===== src/rtl/lsu_pkg.sv =====
package lsu_pkg;

  localparam int unsigned LSU_XLEN   = 32;
  localparam int unsigned LSU_DISP_W = 16;
  localparam int unsigned LSU_LANES  = LSU_XLEN / 8;
  localparam int unsigned LSU_OFS_W  = $clog2(LSU_LANES);

  typedef enum logic [1:0] {
    SZ_BYTE = 2'b00,
    SZ_HALF = 2'b01,
    SZ_WORD = 2'b10,
    SZ_RSVD = 2'b11
  } lsu_size_e;

  typedef logic [LSU_XLEN-1:0]   word_t;
  typedef logic [LSU_DISP_W-1:0] disp_t;
  typedef logic [LSU_OFS_W-1:0]  ofs_t;
  typedef logic [LSU_OFS_W:0]    span_t;
  typedef logic [LSU_LANES-1:0]  mask_t;

  // Indexed address: base plus sign-extended displacement, wrapping.
  function automatic word_t lsu_ea(word_t base, disp_t disp);
    word_t ext;
    ext = {{(LSU_XLEN-LSU_DISP_W){disp[LSU_DISP_W-1]}}, disp};
    return base + ext;
  endfunction

  // Number of lanes touched by one access of the given size.
  function automatic span_t lsu_span(lsu_size_e sz);
    case (sz)
      SZ_BYTE: return span_t'(1);
      SZ_HALF: return span_t'(2);
      default: return span_t'(LSU_LANES);
    endcase
  endfunction

  // Natural alignment rule; the reserved code is always refused.
  function automatic logic lsu_misaligned(lsu_size_e sz, ofs_t ofs);
    case (sz)
      SZ_BYTE: return 1'b0;
      SZ_HALF: return ofs[0];
      SZ_WORD: return (ofs != '0);
      default: return 1'b1;
    endcase
  endfunction

  // Shift the addressed lanes down to bit 0 and widen.
  function automatic word_t lsu_extract(word_t rdata, lsu_size_e sz, ofs_t ofs, logic uns);
    word_t sh;
    sh = rdata >> (8 * ofs);
    case (sz)
      SZ_BYTE: return {{(LSU_XLEN-8){~uns & sh[7]}}, sh[7:0]};
      SZ_HALF: return {{(LSU_XLEN-16){~uns & sh[15]}}, sh[15:0]};
      default: return sh;
    endcase
  endfunction

endpackage


===== src/rtl/lsu_agen.sv =====
module lsu_agen
  import lsu_pkg::*;
(
  input  word_t     base,
  input  disp_t     disp,
  input  lsu_size_e size,
  output word_t     ea,
  output ofs_t      ofs,
  output logic      bad_align
);

  assign ea        = lsu_ea(base, disp);
  assign ofs       = ea[LSU_OFS_W-1:0];
  assign bad_align = lsu_misaligned(size, ofs);

endmodule


===== src/rtl/lsu_lane_steer.sv =====
module lsu_lane_steer
  import lsu_pkg::*;
(
  input  logic      access_ok,
  input  lsu_size_e size,
  input  ofs_t      ofs,
  input  word_t     sdata,
  output mask_t     be,
  output word_t     wdata
);

  span_t span;
  assign span = lsu_span(size);

  for (genvar g = 0; g < LSU_LANES; g++) begin : g_lane
    localparam ofs_t LANE = ofs_t'(g);
    span_t diff;
    ofs_t  src;
    logic  at_or_above;

    // diff = lane - offset with a borrow bit; borrow set means lane is below.
    assign diff        = {1'b0, LANE} - {1'b0, ofs};
    assign at_or_above = ~diff[LSU_OFS_W];
    assign src         = diff[LSU_OFS_W-1:0];
    assign be[g]       = access_ok & at_or_above & (diff < span);
    assign wdata[8*g +: 8] = at_or_above ? sdata[8*src +: 8] : 8'h00;
  end

endmodule


===== src/rtl/lsu_load_extract.sv =====
module lsu_load_extract
  import lsu_pkg::*;
(
  input  logic      clk,
  input  logic      rst_n,
  input  logic      issue,
  input  lsu_size_e size,
  input  ofs_t      ofs,
  input  logic      uns,
  input  word_t     rdata,
  output logic      rsp_valid,
  output word_t     rsp_data
);

  logic      pend_q;
  lsu_size_e size_q;
  ofs_t      ofs_q;
  logic      uns_q;

  always_ff @(posedge clk or negedge rst_n) begin
    if (!rst_n) begin
      pend_q <= 1'b0;
      size_q <= SZ_BYTE;
      ofs_q  <= '0;
      uns_q  <= 1'b0;
    end else begin
      pend_q <= issue;
      if (issue) begin
        size_q <= size;
        ofs_q  <= ofs;
        uns_q  <= uns;
      end
    end
  end

  assign rsp_valid = pend_q;
  assign rsp_data  = pend_q ? lsu_extract(rdata, size_q, ofs_q, uns_q) : '0;

endmodule


===== src/rtl/lsu_lane_align.sv =====
module lsu_lane_align
  import lsu_pkg::*;
(
  input  logic                  clk,
  input  logic                  rst_n,
  input  logic                  req_valid,
  input  logic                  req_store,
  input  logic [1:0]            req_size,
  input  logic                  req_unsigned,
  input  logic [LSU_XLEN-1:0]   base,
  input  logic [LSU_DISP_W-1:0] disp,
  input  logic [LSU_XLEN-1:0]   store_data,
  output logic [LSU_XLEN-1:0]   mem_addr,
  output logic [LSU_LANES-1:0]  mem_be,
  output logic                  mem_we,
  output logic                  mem_re,
  output logic [LSU_XLEN-1:0]   mem_wdata,
  input  logic [LSU_XLEN-1:0]   mem_rdata,
  output logic                  misalign,
  output logic                  ld_valid,
  output logic [LSU_XLEN-1:0]   ld_data
);

  lsu_size_e size_e;
  ofs_t      lane_ofs;
  logic      bad_align;
  logic      access_ok;
  logic      ld_issue;

  assign size_e = lsu_size_e'(req_size);

  lsu_agen u_agen (
    .base      (base),
    .disp      (disp),
    .size      (size_e),
    .ea        (mem_addr),
    .ofs       (lane_ofs),
    .bad_align (bad_align)
  );

  assign access_ok = req_valid & ~bad_align;
  assign misalign  = req_valid & bad_align;
  assign mem_we    = access_ok & req_store;
  assign ld_issue  = access_ok & ~req_store;
  assign mem_re    = ld_issue;

  lsu_lane_steer u_steer (
    .access_ok (access_ok),
    .size      (size_e),
    .ofs       (lane_ofs),
    .sdata     (store_data),
    .be        (mem_be),
    .wdata     (mem_wdata)
  );

  lsu_load_extract u_extract (
    .clk       (clk),
    .rst_n     (rst_n),
    .issue     (ld_issue),
    .size      (size_e),
    .ofs       (lane_ofs),
    .uns       (req_unsigned),
    .rdata     (mem_rdata),
    .rsp_valid (ld_valid),
    .rsp_data  (ld_data)
  );

endmodule


===== config.mk =====
export PLATFORM = sky130hd
export DESIGN_NAME = lsu_lane_align
export DESIGN_NICKNAME = d
export VERILOG_FILES = /design/src/rtl/lsu_pkg.sv /design/src/rtl/lsu_agen.sv /design/src/rtl/lsu_lane_steer.sv /design/src/rtl/lsu_load_extract.sv /design/src/rtl/lsu_lane_align.sv
export SDC_FILE = /design/constraint.sdc
export NUM_CORES = 1
export LEC_CHECK = 0
export ABC_AREA = 0
export BUFFER_PORTS_ARGS = -buffer_cell sky130_fd_sc_hd__buf_2
export CORE_ASPECT_RATIO = 1.5
export CORE_MARGIN = 2
export CORE_UTILIZATION = 49
export CTS_CLUSTER_DIAMETER = 120
export DETAILED_ROUTE_END_ITERATION = 8
export HOLD_SLACK_MARGIN = 0.12
export PLACE_DENSITY = 0.92
export SLEW_MARGIN = 0
export SYNTH_ARGS = -nofsm -noshare
export SYNTH_HDL_FRONTEND = slang
export SYNTH_SLANG_ARGS = --single-unit

===== constraint.sdc =====
create_clock -name clk -period 5.9 [get_ports clk]
set_input_delay 0.885 -clock clk [delete_from_list [all_inputs] [get_ports clk]]
set_output_delay 0.885 -clock clk [all_outputs]
set_load 0.02 [all_outputs]

==> results.ini <==
[global_routing]
grt_antenna_before_repair = 0
grt_first_pass_wirelength_um = 19400
grt_overflow = 0
grt_max_degree = 37
grtUsageTotal = 0.280
grt_pass1_vias = 4347

[clocking]
cts_buffers = 3
postCtsSetupBuffers = 0
clk_pin_slew_ns = 0.03
clock_sinks = 6
clk_path_buf_depth = 2
ctsRootBufferMaster = clkbuf_16
cts.repair.resized = 0
cts_max_level = 1
clock_latency_ns = 0.23
cts_tree = done
holdBufCountCts = 0

[synth]
yosys.area.top_type_share = 0.143
yosysSeqAreaShare = 0.0396
async_flop_share = 1.00
syn_inst = 500
ys.flop_type = dfrtp_1
yosys.cell_types.count = 54
syn-num-nets = 657
postSynthAreaPerCell_um2 = 7.58
synth_enable_flop_cells = 0
syn_area_um2 = 3790
yosys-top-cells-area = mux4_2, ha_1, mux2i_1, nand2_1, a21oi_1
ys_ff_latch = 6
yosys_warnings = 0
synth_area_leader_cell = mux4_2

[floorplanning]
io_pins = 223
rows = 39
die_h_um = 112
die_area_um2 = 8470
fp.dieW_um = 75.8
coreArea_um2 = 7560
initial_utilization = 0.501

[critical_path]
cp_data_arrival_time_ns = 3.58
crit_fanout = 21
cp-end-kind = output pin
startpoint_type = input port
crit_type = input port to output pin
cp.required_ns = 5.02

[layout]
fin_area_um2 = 4990
final_nets = 853
layout_commonest_cell = buf_2
area.growth.synth_to_final_pct = 31.5
diodes = 0
drive_gt1_frac = 0.395
layout_common_cells = buf_2, nand2_1, a21oi_1

[sta]
finalHoldViolCount = 0
worstMarginPinSlew_ns = 0.976
rsz0062_at_grt = no
slew_headroom = 0.349
max_freq_mhz = 224
tns_ns = 0
min_period_ns = 4.46
drv_slew = 0
setup_violations = 0
skew_ns = 0
min_period_over_period = 0.756
hold_slack_ns = 0.472

[placement]
place_congestion = 0.944
dp_hpwl_um = 10500
port_buffers = 222
placed_area_um2 = 4910

[outcome]
status = complete, no violations

[route]
wire_per_inst_um = 16.2
vias = 4724
drt_wl_total_um = 12900
avgViaCountPerCell = 5.93
dr.pass1.iters = 5
ant_nets = 0
drc = 0
drt_iter0_markers = 273

[power]
power.density_nw_per_um2 = 201
p_leak_nw = 2.56
ir_worst_vdd_v = 0.000110

[flow_run]
cap_violations = 0

[min_path]
worstHoldPathType = input port to async pin

## state kept, by name, summed over array words and instances, names as in the netlist
register             cells
u_extract.rsp_valid      1
u_extract.uns_q          1
u_extract.ofs_q          2
u_extract.size_q         2
## metal layers
layer | track usage | vias up | routed length (um)
met5 | 0 | - | 0
met4 | 0.103 | 0 | 437
met3 | 0.0480 | 41 | 1090
met2 | 0.524 | 256 | 6730
met1 | 0.296 | 2183 | 4660
li1 | - | 2244 | -
## synth_stat cells (all sizes together), types with 12 or more instances
cell type  number
nand2          72
a21oi          44
nor2           41
ha             37
o21ai          34
mux2i          27
mux4           24
clkbuf         19
xnor2          19
buf            15
o21a           15
nor2b          13
a211oi         12
## logic make-up after synthesis
group / synth area share
compound gates: 0.272
xor+xnor: 0.0647
fa+ha+maj: 0.127
buf+inv: 0.0492
flops: 0.0396
mux: 0.235
simple gates: 0.213
## final timing paths
path	startpoint	to	slack [ns]	cells after the start
worst max-delay path	base[0]	mem_be[2]	1.44	11
worst min-delay path	rst_n	u_extract.size_q[1]	0.47	1
worst max register to register	u_extract.ofs_q[1]	u_extract.ofs_q[1]	4.65	2
worst min register to register	u_extract.ofs_q[0]	u_extract.ofs_q[0]	0.50	2
max in group asynchronous	rst_n	u_extract.size_q[0]	5.28	1
min in group clk	u_extract.ofs_q[0]	u_extract.ofs_q[0]	0.50	2
## where the power goes
part / total, mW / switching [mW] / internal, mW
registers: 0.0807 / 0.0314 / 0.0493
logic: 0.813 / 0.481 / 0.332
clock network: 0.111 / 0.0235 / 0.0870
## cell type report
type                            count  area, um2
Inverter                           11       41.3
Clock buffer                        3       75.1
Tap cell                          102        128
Timing Repair Buffer              225       1130
Fill cell                         617       2580
Sequential cell                     6        150
Multi-Input combinational cell    449       3460
## metrics by stage
step	utilization	power (mW)	setup WS (ns)	cells
floorplan	-	0.649	1.26	500
global route	0.659	1.07	1.26	796
detailed placement	0.649	0.883	1.41	793
global placement	0.649	0.861	1.45	793
CTS	0.659	0.998	1.39	796
finish	0.659	1.00	1.44	796
## worst max-delay path, stage by stage
cell and delay [ns]:
buf_2 0.11, ha_2 0.19, fa_1 0.42, buf_4 0.23, ha_1 0.61, inv_1 0.09, ha_1 0.30, o21a_1 0.11
o21ai_0 0.15, nor4b_1 0.24, buf_2 0.22
(Power assumes the default switching activity.)
